`src/rtl/seq_pkg.sv`:
```
package seq_pkg;

  localparam int CMD_W    = 32;
  localparam int WAIT_BIT = 31;
  localparam int LEN_W    = 30;
  localparam int IDX_HI   = 23;
  localparam int IDX_LO   = 16;
  localparam int REG_DW   = 16;
  localparam int CRC_W    = 8;
  localparam int LOG_W    = 32;
  localparam int LOG_CNT_W = 16;

  localparam logic [CRC_W-1:0] CRC_POLY = 8'h07;

  localparam int HOST_RUN_IDX   = 0;
  localparam int HOST_ABORT_IDX = 1;

  typedef enum logic [1:0] {
    ST_IDLE,
    ST_RUN,
    ST_FLUSH
  } seq_state_e;

  // Bit-serial CRC-8, MSB of the word first (same as MSB byte first).
  function automatic logic [CRC_W-1:0] crc8_word(input logic [CRC_W-1:0] seed,
                                                 input logic [CMD_W-1:0] word);
    logic [CRC_W-1:0] c;
    logic             fb;
    c = seed;
    for (int i = CMD_W - 1; i >= 0; i--) begin
      fb = c[CRC_W-1] ^ word[i];
      c  = {c[CRC_W-2:0], 1'b0};
      if (fb) c = c ^ CRC_POLY;
    end
    return c;
  endfunction

endpackage

```
`src/rtl/seq_hostif.sv`:
```
module seq_hostif
  import seq_pkg::*;
#(
  parameter int HADDR_W = 4,
  parameter int RUN_W   = 16
) (
  input  logic               we,
  input  logic [HADDR_W-1:0] addr,
  input  logic [RUN_W-1:0]   wdata,
  input  logic               busy,
  input  logic               running,
  output logic               run_req,
  output logic               abort_req,
  output logic [RUN_W-1:0]   run_len
);

  localparam logic [HADDR_W-1:0] RUN_A   = HADDR_W'(HOST_RUN_IDX);
  localparam logic [HADDR_W-1:0] ABORT_A = HADDR_W'(HOST_ABORT_IDX);

  always_comb begin
    run_req   = we && (addr == RUN_A) && !busy;
    abort_req = we && (addr == ABORT_A) && running;
    run_len   = wdata;
  end

endmodule

```
`src/rtl/seq_core.sv`:
```
module seq_core
  import seq_pkg::*;
#(
  parameter int RUN_W = 16,
  parameter int CNT_W = 16
) (
  input  logic               clk,
  input  logic               rst,
  input  logic               run_req,
  input  logic [RUN_W-1:0]   run_len,
  input  logic               abort_req,
  input  logic               cmd_valid,
  output logic               cmd_ready,
  input  logic [CMD_W-1:0]   cmd_data,
  input  logic               log_full,
  output logic               running,
  output logic               busy,
  output logic               exec_fire,
  output logic [LOG_W-1:0]   log_word,
  output logic [CNT_W-1:0]   count,
  output logic [CRC_W-1:0]   crc
);

  seq_state_e        state_q;
  logic [RUN_W-1:0]  remain_q;
  logic [LEN_W-1:0]  wait_q;
  logic [CNT_W-1:0]  count_q;
  logic [CRC_W-1:0]  crc_q;

  logic              hs;
  logic              rem_nz;
  logic [RUN_W-1:0]  remain_after;
  logic [CNT_W-1:0]  count_next;
  logic [CRC_W-1:0]  crc_next;
  logic              is_wait;

  always_comb begin
    rem_nz       = (remain_q != '0);
    cmd_ready    = rem_nz &&
                   (((state_q == ST_RUN) && (wait_q == '0) && !log_full) ||
                    (state_q == ST_FLUSH));
    hs           = cmd_valid && cmd_ready;
    exec_fire    = hs && (state_q == ST_RUN) && !abort_req;
    remain_after = remain_q - RUN_W'(hs);
    count_next   = count_q + CNT_W'(1);
    crc_next     = crc8_word(crc_q, cmd_data);
    is_wait      = cmd_data[WAIT_BIT];
    log_word     = {is_wait, 7'b0, crc_next, LOG_CNT_W'(count_next)};
    running      = (state_q == ST_RUN);
    busy         = (state_q != ST_IDLE);
    count        = count_q;
    crc          = crc_q;
  end

  always_ff @(posedge clk) begin
    if (rst) begin
      state_q  <= ST_IDLE;
      remain_q <= '0;
      wait_q   <= '0;
      count_q  <= '0;
      crc_q    <= '0;
    end else begin
      case (state_q)
        ST_IDLE: begin
          if (run_req) begin
            state_q  <= ST_RUN;
            remain_q <= run_len;
            wait_q   <= '0;
            count_q  <= '0;
            crc_q    <= '0;
          end
        end
        ST_RUN: begin
          if (abort_req) begin
            wait_q   <= '0;
            remain_q <= remain_after;
            state_q  <= (remain_after != '0) ? ST_FLUSH : ST_IDLE;
          end else if (exec_fire) begin
            remain_q <= remain_after;
            count_q  <= count_next;
            crc_q    <= crc_next;
            wait_q   <= is_wait ? cmd_data[LEN_W-1:0] : '0;
          end else if (wait_q != '0) begin
            wait_q <= wait_q - LEN_W'(1);
          end else if (!rem_nz) begin
            state_q <= ST_IDLE;
          end
        end
        ST_FLUSH: begin
          if (hs) remain_q <= remain_after;
          else if (!rem_nz) state_q <= ST_IDLE;
        end
        default: state_q <= ST_IDLE;
      endcase
    end
  end

endmodule

```
`src/rtl/seq_ctrl_bank.sv`:
```
module seq_ctrl_bank
  import seq_pkg::*;
#(
  parameter int NREG = 8
) (
  input  logic                   clk,
  input  logic                   rst,
  input  logic                   wr_en,
  input  logic [IDX_HI-IDX_LO:0] wr_idx,
  input  logic [REG_DW-1:0]      wr_val,
  output logic [NREG*REG_DW-1:0] bank
);

  localparam int IDX_W = IDX_HI - IDX_LO + 1;

  for (genvar g = 0; g < NREG; g++) begin : g_entry
    logic [REG_DW-1:0] q;
    always_ff @(posedge clk) begin
      if (rst) q <= '0;
      else if (wr_en && (wr_idx == IDX_W'(g))) q <= wr_val;
    end
    assign bank[g*REG_DW +: REG_DW] = q;
  end

endmodule

```
`src/rtl/seq_log_fifo.sv`:
```
module seq_log_fifo #(
  parameter int W     = 32,
  parameter int DEPTH = 8
) (
  input  logic         clk,
  input  logic         rst,
  input  logic         push,
  input  logic [W-1:0] push_data,
  output logic         full,
  output logic         out_valid,
  input  logic         out_ready,
  output logic [W-1:0] out_data
);

  localparam int AW = (DEPTH > 1) ? $clog2(DEPTH) : 1;

  logic [W-1:0]  mem [DEPTH];
  logic [AW-1:0] wr_ptr, rd_ptr;
  logic [AW:0]   occ;
  logic          pop;

  always_comb begin
    full = (occ == (AW+1)'(DEPTH));
    pop  = (!out_valid || out_ready) && (occ != '0);
  end

  always_ff @(posedge clk) begin
    if (push) mem[wr_ptr] <= push_data;
  end

  always_ff @(posedge clk) begin
    if (pop) out_data <= mem[rd_ptr];
  end

  always_ff @(posedge clk) begin
    if (rst) begin
      wr_ptr    <= '0;
      rd_ptr    <= '0;
      occ       <= '0;
      out_valid <= 1'b0;
    end else begin
      if (push) wr_ptr <= (wr_ptr == AW'(DEPTH-1)) ? '0 : wr_ptr + AW'(1);
      if (pop)  rd_ptr <= (rd_ptr == AW'(DEPTH-1)) ? '0 : rd_ptr + AW'(1);
      occ <= occ + (AW+1)'(push) - (AW+1)'(pop);
      if (pop) out_valid <= 1'b1;
      else if (out_ready) out_valid <= 1'b0;
    end
  end

endmodule

```
`src/rtl/cmd_sequencer.sv`:
```
module cmd_sequencer
  import seq_pkg::*;
#(
  parameter int HADDR_W   = 4,
  parameter int RUN_W     = 16,
  parameter int CNT_W     = 16,
  parameter int NREG      = 8,
  parameter int LOG_DEPTH = 8
) (
  input  logic                   clk,
  input  logic                   rst,
  input  logic                   hreg_we,
  input  logic [HADDR_W-1:0]     hreg_addr,
  input  logic [RUN_W-1:0]       hreg_wdata,
  input  logic                   cmd_valid,
  output logic                   cmd_ready,
  input  logic [31:0]            cmd_data,
  output logic                   res_valid,
  input  logic                   res_ready,
  output logic [31:0]            res_data,
  output logic                   busy,
  output logic [CNT_W-1:0]       exec_count,
  output logic [7:0]             exec_crc,
  output logic [NREG*16-1:0]     ctrl_bank
);

  logic             run_req, abort_req, run_active, exec_fire, log_full;
  logic [RUN_W-1:0] run_len;
  logic [LOG_W-1:0] log_word;

  seq_hostif #(.HADDR_W(HADDR_W), .RUN_W(RUN_W)) u_host (
    .we(hreg_we), .addr(hreg_addr), .wdata(hreg_wdata),
    .busy(busy), .running(run_active),
    .run_req(run_req), .abort_req(abort_req), .run_len(run_len)
  );

  seq_core #(.RUN_W(RUN_W), .CNT_W(CNT_W)) u_core (
    .clk(clk), .rst(rst), .run_req(run_req), .run_len(run_len),
    .abort_req(abort_req), .cmd_valid(cmd_valid), .cmd_ready(cmd_ready),
    .cmd_data(cmd_data), .log_full(log_full), .running(run_active),
    .busy(busy), .exec_fire(exec_fire), .log_word(log_word),
    .count(exec_count), .crc(exec_crc)
  );

  seq_ctrl_bank #(.NREG(NREG)) u_bank (
    .clk(clk), .rst(rst),
    .wr_en(exec_fire && !cmd_data[WAIT_BIT]),
    .wr_idx(cmd_data[IDX_HI:IDX_LO]),
    .wr_val(cmd_data[REG_DW-1:0]),
    .bank(ctrl_bank)
  );

  seq_log_fifo #(.W(LOG_W), .DEPTH(LOG_DEPTH)) u_log (
    .clk(clk), .rst(rst), .push(exec_fire), .push_data(log_word),
    .full(log_full), .out_valid(res_valid), .out_ready(res_ready),
    .out_data(res_data)
  );

endmodule

```
`config.mk`:
```
export PLATFORM = sky130hd
export DESIGN_NAME = cmd_sequencer
export DESIGN_NICKNAME = d
export VERILOG_FILES = /design/src/rtl/seq_pkg.sv /design/src/rtl/seq_hostif.sv /design/src/rtl/seq_core.sv /design/src/rtl/seq_ctrl_bank.sv /design/src/rtl/seq_log_fifo.sv /design/src/rtl/cmd_sequencer.sv
export SDC_FILE = /design/constraint.sdc
export NUM_CORES = 1
export LEC_CHECK = 0
export ABC_AREA = 0
export ABC_CLOCK_PERIOD_IN_PS = 5590
export BUFFER_PORTS_ARGS = -buffer_cell sky130_fd_sc_hd__buf_2
export CAP_MARGIN = 20
export CELL_PAD_IN_SITES_DETAIL_PLACEMENT = 1
export CELL_PAD_IN_SITES_GLOBAL_PLACEMENT = 1
export CORE_UTILIZATION = 47
export CTS_BUF_LIST = sky130_fd_sc_hd__clkbuf_4 sky130_fd_sc_hd__clkbuf_8 sky130_fd_sc_hd__clkbuf_16
export CTS_CLUSTER_SIZE = 16
export DETAILED_ROUTE_END_ITERATION = 7
export PLACE_DENSITY_LB_ADDON = 0.08
export SLEW_MARGIN = 0
export SYNTH_ARGS = -nofsm -noshare
export SYNTH_HDL_FRONTEND = slang
export SYNTH_SLANG_ARGS = --single-unit
```
`constraint.sdc`:
```
create_clock -name clk -period 5.59 [get_ports clk]
set_input_delay 0.559 -clock clk [delete_from_list [all_inputs] [get_ports clk]]
set_output_delay 0.559 -clock clk [all_outputs]
set_load 0.1 [all_outputs]
```
==> impl_metrics.yaml, run 1 <==
timing:
  fmax_mhz: 234
  final_max_slew_viol_count: 0
  setup_slack_ns: 1.33
  tns_ns: 0
  tightest_slew_ns: 1.13
  final.min_clock_period_ns: 4.26
  finalClockSkew_ns: 0.0204
  hold_ws_ns: 0.307
  post-route-period-util_pct: 76.3
  hold_viol_final: 0
  grt_setup_unrepaired: "false"
  slew_headroom_pct: 24.1
  setup_viol: 0
placed_design:
  port-buffer-count: 236
  gp_congestion: 0.834
  dp_slack_ns: 1.37
  dp_cells: 2322
  dp_hpwl_mm: 35.3
die:
  dieArea_sq_um: 41800
  die_w_microns: 205
  io_pins: 244
  coreArea_sq_um: 40100
  fp-row-count: 73
  die_y_microns: 205
  start_util_pct: 48.1
routing:
  drt-total-wl_mm: 55.4
  num_vias: 13500
  viasPerCell: 5.59
  detail_route.iter0.violations: 773
  drc: 0
  wire_per_inst_microns: 22.9
  final_antenna_net_count: 0
  drt_first_pass_iters: 5
synthesis:
  synth_area_leaders: "edfxtp_1 35%, dfxtp_1 22%, mux4_2 5.8%"
  yosys.area.top_type_share_pct: 35.0
  synthArstFlopShare_pct: 0
  syn_area_sq_um: 19300
  yosys.cell_count.top_type: "edfxtp_1"
  ys.flop_type: "edfxtp_1"
  synth_common_cells: "225 x edfxtp_1, 223 x nand2_1, 211 x dfxtp_1"
  postSynthAreaPerCell_sq_um: 11.7
  ys_types: 72
  ys_warn_count: 0
  synth_edf_count: 225
  seq_area_frac_synth_pct: 56.9
  synth_top_area_cell: "edfxtp_1"
  syn_inst: 1647
  ys_seq_elements: 436
grt:
  grt_pass1_vias: 14100
  grt_max_degree: 94
  grt_pass1_wl_mm: 84.8
  antenna_found_initial: 5
  overflow: 0
  grt_usage_pct: 26.8
critical_path:
  reg2reg_to: "u_core.state_q[1]"
  cp_data_required_time_ns: 6.11
  crit_start: "u_core.wait_q[9]"
  endpoint: "u_core.state_q[1]"
  arrival_ns: 4.78
  crit_type: "reg -> reg"
  cp_max_fo: 8
  worstSetupStartpointType: "flip-flop"
  end_kind: "flip-flop"
  r2r_start: "u_core.wait_q[9]"
  r2r_slack_ns: 1.33
  r2r_cells: 14
cells_and_area:
  nets: 1924
  syn2layout_area_growth_pct: 16.8
  final_cells: 2414
  drive_above_1_share_pct: 24.3
pwr:
  total_power_uw: 10600
  power.leakage_uw: 0.00837
  ir_worst_vdd_uv: 253
  power.density_nw_per_um2: 469
clock_tree:
  htreeDepth: 2
  clockBufferDepth: 3
  cts_resized: 0
  numClockSinks: 436
  clkLatencyLatePin_ns: 0.59
  path_clk_slew_ns: 0.07
  cts_hold_buffers: 0
  cts-root-buf: "clkbuf_16"
  tritoncts: "yes"
  cts_setup_buffers: 0
  cts_inserted_buffers: 47
run:
  drv_cap: 0
status:
  status: "finished, final reports clean"
worst_hold_path:
  hold-path-cell-count: 3
  holdCritPathClass: "in -> reg"
kinds of logic after synthesis:
family,Yosys count,share of synthesized area (%)
AND/OR/NAND/NOR,537,13.1
flip-flops,436,56.9
AO/OA/AOI/OAI,249,7.31
multiplexers,152,11.3
buffers and inverters,144,3.26
XOR/XNOR,108,6.66
adder cells (fa/ha/maj),20,1.34
other,1,0.0194
layer usage:
| metal | global-route usage, % | part of all wire (%) | vias up |
|---|---|---|---|
| met1 | 34.2 | 42 | 6822 |
| met2 | 45.6 | 50 | 303 |
| li1 | - | - | 6288 |
| met3 | 5.57 | 5.5 | 72 |
| met4 | 7.86 | 1.9 | 4 |
| met5 | 0 | 0.040 | - |
cells in the final DEF, fill, tap and decap left out, drive strengths merged, types with 6 or more instances in the layout:
cell and n:
a21oi 139, a31oi 8, and2 11, and3 15, and4 6, buf 261
bufinv 6, clkbuf 59, clkinv 18, conb 7, dfxtp 211, edfxtp 225
ha 19, inv 30, mux2 31, mux2i 71, mux4 50, nand2 223
nand3 37, nand3b 7, nand4 7, nor2 133, nor2b 9, nor3 32
nor4 14, o211ai 8, o21ai 51, or2 6, or3 10, or4 9
xnor2 64, xnor3 18, xor2 21
per-stage QoR:
stage	cell area (sq um)	utilization, %
after floorplan	19300	-
after global placement	20900	52.1
after detailed placement	20900	52.1
after CTS	22500	56.1
after global routing	22500	56.1
final	22500	56.2
worst min-delay path by stage:
stage | start | endpoint | slack (ns)
4_1_cts | res_ready | u_log.out_valid | 0.28
2_1_floorplan | u_core.wait_q[26] | u_core.wait_q[26] | 0.45
6_report | res_ready | u_log.out_valid | 0.31
3_5_place_dp | u_bank.g_entry[2].q[1] | u_bank.g_entry[2].q[1] | 0.44
5_1_grt | res_ready | u_log.out_valid | 0.34
3_3_place_gp | u_bank.g_entry[3].q[6] | u_bank.g_entry[3].q[6] | 0.44
where the power goes:
part           total (uW)  leakage [uW]  internal, uW  switching (uW)
sequential           4030       0.00374          3840             184
combinational        3260       0.00381          1130            2140
clock                3270      0.000813          1960            1310
total               10600       0.00837          6920            3630
final cells by class:
type | count | area [sq um]
multi-input cells | 1073 | 7760
diodes | 3 | 7.51
flip-flops and latches | 436 | 11000
clock inverters | 29 | 320
clock buffers | 59 | 1310
well taps | 525 | 657
repair buffers | 261 | 1380
fillers | 4198 | 17600
inverters | 28 | 105
worst max-delay path, stage by stage (launching register included):
cell,delay [ns]
dfxtp_1,0.35
nor4_1,0.57
and3_1,0.39
a41o_2,0.29
nand2_1,0.09
inv_1,0.09
ha_1,0.19
ha_1,0.24
or3b_1,0.41
or3_1,0.46
nor4_1,0.28
xnor2_1,0.12
and4_1,0.19
or4_1,0.39
a21oi_1,0.13
registers in the layout, indices dropped and copies added (netlist names):
| name | flops |
|---|---|
| u_log.wr_ptr | 3 |
| u_core.state_q | 2 |
| u_core.wait_q | 30 |
| u_log.out_data | 25 |
| u_core.crc | 8 |
| u_log.occ | 4 |
| u_bank.g_entry.q | 128 |
| u_log.mem | 200 |
| u_log.out_valid | 1 |
| u_core.count | 16 |
| u_log.rd_ptr | 3 |
| u_core.remain_q | 16 |
No activity file was read; power rests on OpenSTA's default activity.
==> run 2: changes to the inputs <==
--- a/config.mk
+++ b/config.mk
@@ -5,13 +5,13 @@
 export SDC_FILE = /design/constraint.sdc
 export NUM_CORES = 1
 export LEC_CHECK = 0
-export ABC_AREA = 0
-export ABC_CLOCK_PERIOD_IN_PS = 5590
+export ABC_AREA = 1
+export ABC_CLOCK_PERIOD_IN_PS = 4400
 export BUFFER_PORTS_ARGS = -buffer_cell sky130_fd_sc_hd__buf_2
 export CAP_MARGIN = 20
 export CELL_PAD_IN_SITES_DETAIL_PLACEMENT = 1
 export CELL_PAD_IN_SITES_GLOBAL_PLACEMENT = 1
-export CORE_UTILIZATION = 47
+export CORE_UTILIZATION = 44
 export CTS_BUF_LIST = sky130_fd_sc_hd__clkbuf_4 sky130_fd_sc_hd__clkbuf_8 sky130_fd_sc_hd__clkbuf_16
 export CTS_CLUSTER_SIZE = 16
 export DETAILED_ROUTE_END_ITERATION = 7
==> constraint.sdc (replaced) <==
create_clock -name clk -period 4.4 [get_ports clk]
set_input_delay 0.44 -clock clk [delete_from_list [all_inputs] [get_ports clk]]
set_output_delay 0.44 -clock clk [all_outputs]
set_load 0.1 [all_outputs]
==> run 2 against run 1 <==
Effect of this change: clock power is 33% higher; non-clock buffer count is 11 higher; via count is 22% higher; register-to-register slack worse by 0.87 ns; sequential cell count stayed put; routed wire length is 11% higher; sequential share of layout area is 1.1 points lower; largest cell class unchanged; worst setup slack worse by 0.87 ns; fmax is 8.0% higher; utilization is 3.0 points lower.
==> impl_metrics.yaml, run 2 <==
critical_path:
  critPathBufInv: 3
  cp_top_family: "simple AND/OR/NAND/NOR gates"
  slowest_delay_ns: 0.36
  critPathSlowestCell: "dfxtp_1"
  crit_type: "reg -> reg"
  worstSetupStartpointType: "flip-flop"
  cp_max_fo: 7
  arrival_ns: 4.38
  r2r_slack_ns: 0.45
  end_kind: "flip-flop"
  cp_data_required_time_ns: 4.83
die:
  dieArea_sq_um: 45100
  start_util_pct: 44.9
  coreArea_sq_um: 43400
  io_pins: 244
  fp-row-count: 76
  die_w_microns: 212
  die_y_microns: 212
synthesis:
  yosys.cell_count.top_type: "nand2_1"
  syn_inst: 2213
  yosys.area.top_type_share_pct: 34.7
  synth_area_leaders: "edfxtp_1 35%, dfxtp_1 22%, nand2_1 7.2%"
  postSynthAreaPerCell_sq_um: 8.80
  ys_types: 48
  ys.flop_type: "edfxtp_1"
  synth_common_cells: "373 x nand2_1, 358 x nor2_1, 225 x edfxtp_1"
  syn_area_sq_um: 19500
  synth_edf_count: 225
  synthArstFlopShare_pct: 0
  ys_seq_elements: 436
  synth_top_area_cell: "edfxtp_1"
  ys_warn_count: 0
  seq_area_frac_synth_pct: 56.4
clock_tree:
  htreeDepth: 2
  numClockSinks: 436
  cts_inserted_buffers: 47
  clockBufferDepth: 3
  cts-root-buf: "clkbuf_16"
  path_clk_slew_ns: 0.07
  clkLatencyLatePin_ns: 0.58
  cts_setup_buffers: 0
  cts_resized: 0
  cts_hold_buffers: 0
  tritoncts: "yes"
timing:
  finalClockSkew_ns: 0.0128
  setup_viol: 0
  hold_ws_ns: 0.122
  slew_headroom_pct: 33.4
  fmax_mhz: 253
  tns_ns: 0
  final.min_clock_period_ns: 3.95
  hold_viol_final: 0
  grt_setup_unrepaired: "false"
  final_max_slew_viol_count: 0
  post-route-period-util_pct: 89.7
  tightest_slew_ns: 1.00
cells_and_area:
  final_cells: 3050
  layout_common_cells: "373 x nand2_1, 347 x nor2_1, 235 x buf_2, 225 x edfxtp_1, 210 x dfxtp_1"
  regMostFlops: "u_log.mem"
  largest_reg_flops: 200
  reg.largest.list: "u_log.mem x200, u_bank.g_entry.q x128, u_core.wait_q x30"
  final_common_cell: "nand2_1"
  nets: 2502
  syn2layout_area_growth_pct: 18.2
  drive_above_1_share_pct: 16.2
  fin_util_pct: 53.1
placed_design:
  port-buffer-count: 236
  dp_hpwl_mm: 42.0
  dp_cells: 2960
  gp_congestion: 0.851
run:
  drv_cap: 0
routing:
  drt_first_pass_iters: 5
  detail_route.iter0.violations: 881
  viasPerCell: 5.39
  num_vias: 16400
  drt-total-wl_mm: 61.5
  wire_per_inst_microns: 20.2
  drc: 0
  final_antenna_net_count: 0
pwr:
  power.leakage_uw: 0.00962
  ir_worst_vdd_uv: 466
  power.density_nw_per_um2: 576
  total_power_uw: 13300
grt:
  overflow: 0
  grt_max_degree: 81
  antenna_found_initial: 3
  grt_usage_pct: 27.5
  grt_pass1_wl_mm: 95.4
  grt_pass1_vias: 17100
status:
  status: "finished, final reports clean"
worst_hold_path:
  holdCritPathClass: "in -> reg"
## run 2: final timing paths
path	start	to	cells past startpoint
max	u_core.wait_q[10]	u_core.state_q[1]	25
min	hreg_wdata[11]	u_core.remain_q[11]	3
max reg2reg	u_core.wait_q[10]	u_core.state_q[1]	25
min reg2reg	u_bank.g_entry[4].q[7]	u_bank.g_entry[4].q[7]	2
## run 2: tightest hold or removal path: cells and delay by family
kind                   cells  cell delay [ns]
AO/OA/AOI/OAI              1             0.07
buffers and inverters      1             0.09
AND/OR/NAND/NOR            1             0.05
## run 2: cell families after synthesis
| kind of cell | synth area share (%) |
|---|---|
| and+or+nand+nor | 18.5 |
| AOI/OAI and AO/OA | 15.2 |
| DFF | 56.4 |
| buffers and inverters | 6.35 |
| xor gates and xnor gates | 2.25 |
| adders and majority gates | 1.32 |
| other | 0.0192 |
## run 2: final cells by class
class	instances	area [sq um]
fillers	5126	20300
multi-input cells	1470	7350
flip-flops and latches	436	11000
clock inverters	30	414
inverters	198	744
diodes	1	2.50
clock buffers	58	1300
repair buffers	272	1510
well taps	585	732
## run 2: through the flow
step / worst slack [ns] / instance area, sq um
after global routing: 0.0230 / 23000
after global placement: 0.666 / 21300
final: 0.453 / 23000
after CTS: 0.465 / 23000
after detailed placement: 0.509 / 21300
after floorplan: 0.0258 / 19500
## run 2: routing by layer
metal / global-route usage [%] / up-vias / share of wire (%)
li1: - / 7934 / -
met1: 34.0 / 8102 / 43
met2: 48.3 / 301 / 50
met3: 4.87 / 104 / 4.1
met4: 8.56 / 4 / 2.7
met5: 0 / - / 0.036
## run 2: where the power goes
part	internal [uW]	leakage (uW)	switching, uW	total [uW]
clock network	2650	0.000839	1700	4350
logic	945	0.00493	3130	4070
registers	4720	0.00385	133	4850
==> run 3: changes to the inputs <==
--- a/config.mk
+++ b/config.mk
@@ -7,10 +7,11 @@
 export LEC_CHECK = 0
 export ABC_AREA = 1
 export ABC_CLOCK_PERIOD_IN_PS = 4400
-export BUFFER_PORTS_ARGS = -buffer_cell sky130_fd_sc_hd__buf_2
+export BUFFER_PORTS_ARGS = -buffer_cell sky130_fd_sc_hd__buf_4
 export CAP_MARGIN = 20
 export CELL_PAD_IN_SITES_DETAIL_PLACEMENT = 1
 export CELL_PAD_IN_SITES_GLOBAL_PLACEMENT = 1
+export CORE_MARGIN = 8
 export CORE_UTILIZATION = 44
 export CTS_BUF_LIST = sky130_fd_sc_hd__clkbuf_4 sky130_fd_sc_hd__clkbuf_8 sky130_fd_sc_hd__clkbuf_16
 export CTS_CLUSTER_SIZE = 16
==> run 3 against run 2 <==
Effect of this change: worst setup slack better by 0.045 ns; clock skew is 0.0029 ns higher; utilization up 0.51 points; total power rose by 0.28%; critical endpoint unchanged.
==> impl_metrics.yaml, run 3 (same netlist as run 2, synthesis figures left out) <==
status:
  status: "finished, final reports clean"
routing:
  detail_route.iter0.violations: 906
  final_antenna_net_count: 0
  drt-total-wl_mm: 65.3
  viasPerCell: 5.39
  drc: 0
  wire_per_inst_microns: 21.4
  num_vias: 16400
  drt_first_pass_iters: 5
die:
  io_pins: 244
  start_util_pct: 44.3
  die_w_microns: 226
  fp-row-count: 77
  dieArea_sq_um: 51300
  die_y_microns: 226
  coreArea_sq_um: 43900
cells_and_area:
  fin_util_pct: 53.6
  syn2layout_area_growth_pct: 20.9
  ff_latch_area_sq_um: 11000
  filler_cell_count: 5112
  num_antenna_cells: 0
  drive_above_1_share_pct: 16.2
  layout_common_cells: "373 x nand2_1, 347 x nor2_1, 266 x buf_4, 225 x edfxtp_1, 210 x dfxtp_1"
  nets: 2500
  final_common_cell: "nand2_1"
  largest_reg_flops: 200
  regMostFlops: "u_log.mem"
  reg.largest.list: "u_log.mem x200, u_bank.g_entry.q x128, u_core.wait_q x30"
  multi_input_area_sq_um: 7350
critical_path:
  crit_chain: "nor2_1 -> inv_1 -> nor2_1 -> nand3_1 -> nor3_1 -> a21oi_2 -> nand2_2 -> clkinvlp_4 -> ha_1 -> ha_1 -> nand2_1 -> nor2_1 -> xor2_1 -> nor4_1 -> nand4_1 -> o21ai_0 -> o31ai_1 -> nand2_1 -> a21oi_1"
  arrival_ns: 4.33
  end_kind: "flip-flop"
  critPathSlowestCell: "nor3_1"
  cp_data_required_time_ns: 4.83
  slowest_delay_ns: 0.51
  cp_max_fo: 7
  crit_type: "reg -> reg"
  crit_top_cell: "nor2_1"
  worstSetupStartpointType: "flip-flop"
grt:
  grt_usage_pct: 25.1
  grt_pass1_wl_mm: 99.9
  overflow: 0
  antenna_found_initial: 0
  grt_pass1_vias: 17400
  grt_max_degree: 102
pwr:
  total_power_uw: 13300
  swShare_pct: 37.2
  seqPwrFrac_pct: 36.3
  p_int_uw: 8350
  p_sw_uw: 4950
  combPwrFrac_pct: 31.8
  power.leakage_uw: 0.00963
  power.density_nw_per_um2: 565
  ir_worst_vdd_uv: 442
  pwr-share-clk_pct: 31.9
timing:
  fmax_mhz: 256
  tns_ns: 0
  setup_viol: 0
  post-route-period-util_pct: 88.7
  tightest_slew_ns: 1.09
  slew_headroom_pct: 27.6
  hold_viol_final: 0
  grt_setup_unrepaired: "false"
  hold_ws_ns: 0.134
  finalClockSkew_ns: 0.0156
  setup_slack_ns: 0.497
  final_max_slew_viol_count: 0
  final.min_clock_period_ns: 3.90
placed_design:
  port-buffer-count: 236
  gp_congestion: 0.850
  dp_hpwl_mm: 44.6
  dp_slack_ns: 0.456
clock_tree:
  tritoncts: "yes"
  clockBufferDepth: 3
  cts_setup_buffers: 0
  numClockSinks: 436
  cts-root-buf: "clkbuf_16"
  cts_inserted_buffers: 47
  path_clk_slew_ns: 0.05
  clkLatencyLatePin_ns: 0.58
  htreeDepth: 2
run:
  drv_cap: 0
worst_hold_path:
  holdCritPathClass: "in -> reg"
==> run 3: changes by cell type in the layout (fill, tap and decap cells not counted), moves of 2 or more <==
cell,before,now
clkinv_2,7,5
clkbuf_4,6,14
buf_2,235,0
buf_4,33,266
clkbuf_8,4,6
inv_6,4,1
clkinv_1,8,4
bufinv_16,9,7
==> run 3: timing repair <==
action                     4_1_cts  5_1_grt
setup endpoints to repair        0        1
hold buffers                     0        0
gates resized for setup          0        1
==> run 3: per-stage QoR <==
step / std cells / instance area, sq um
after floorplan: 2219 / 19500
after global placement: 2964 / 21800
after detailed placement: 2965 / 21900
after CTS: 3050 / 23500
after global routing: 3051 / 23600
final: 3051 / 23600
==> run 3: final cells by class <==
class / count / area share (%)
sequential: 436 / 46.6
timing repair buffer: 270 / 8.83
clock inverter: 18 / 1.27
inverter: 198 / 3.18
multi-input combinational: 1470 / 31.2
clock buffer: 67 / 5.79
tap: 592 / 3.14
==> run 3: metal layers <==
metal | global-route usage, % | vias up | part of all wire [%]
met3 | 4.73 | 91 | 5.0
met4 | 7.48 | 0 | 2.6
met1 | 30.2 | 8107 | 42
met5 | 0 | - | 0
li1 | - | 7922 | -
met2 | 45.0 | 317 | 51
==> run 3: worst paths after layout <==
kind / slack [ns] / startpoint / end / depth (start not counted)
worst min-delay path: 0.13 / hreg_wdata[11] / u_core.remain_q[11] / 3
worst max-delay path: 0.50 / u_core.remain_q[6] / u_core.state_q[1] / 19
worst max register to register: 0.50 / u_core.remain_q[6] / u_core.state_q[1] / 19
worst min register to register: 0.45 / u_bank.g_entry[4].q[14] / u_bank.g_entry[4].q[14] / 2
==> run 3: power by group through the flow <==
stage | Clock, uW | Combinational [uW] | Sequential [uW]
after global placement | 0 | 4070 | 4910
after floorplan | 0 | 2150 | 5820
after global routing | 4470 | 4620 | 4860
final | 4250 | 4230 | 4830
after detailed placement | 0 | 4230 | 4920
after CTS | 4330 | 4270 | 4830
==> run 3: critical path, delay by kind of cell, from the launching register on <==
family / cells / cell delay, ns
AND/OR/NAND/NOR: 10 / 2.07
AO/OA/AOI/OAI: 4 / 0.46
flip-flops: 1 / 0.34
buffers and inverters: 2 / 0.22
adder cells (fa/ha/maj): 2 / 0.48
XOR/XNOR: 1 / 0.17
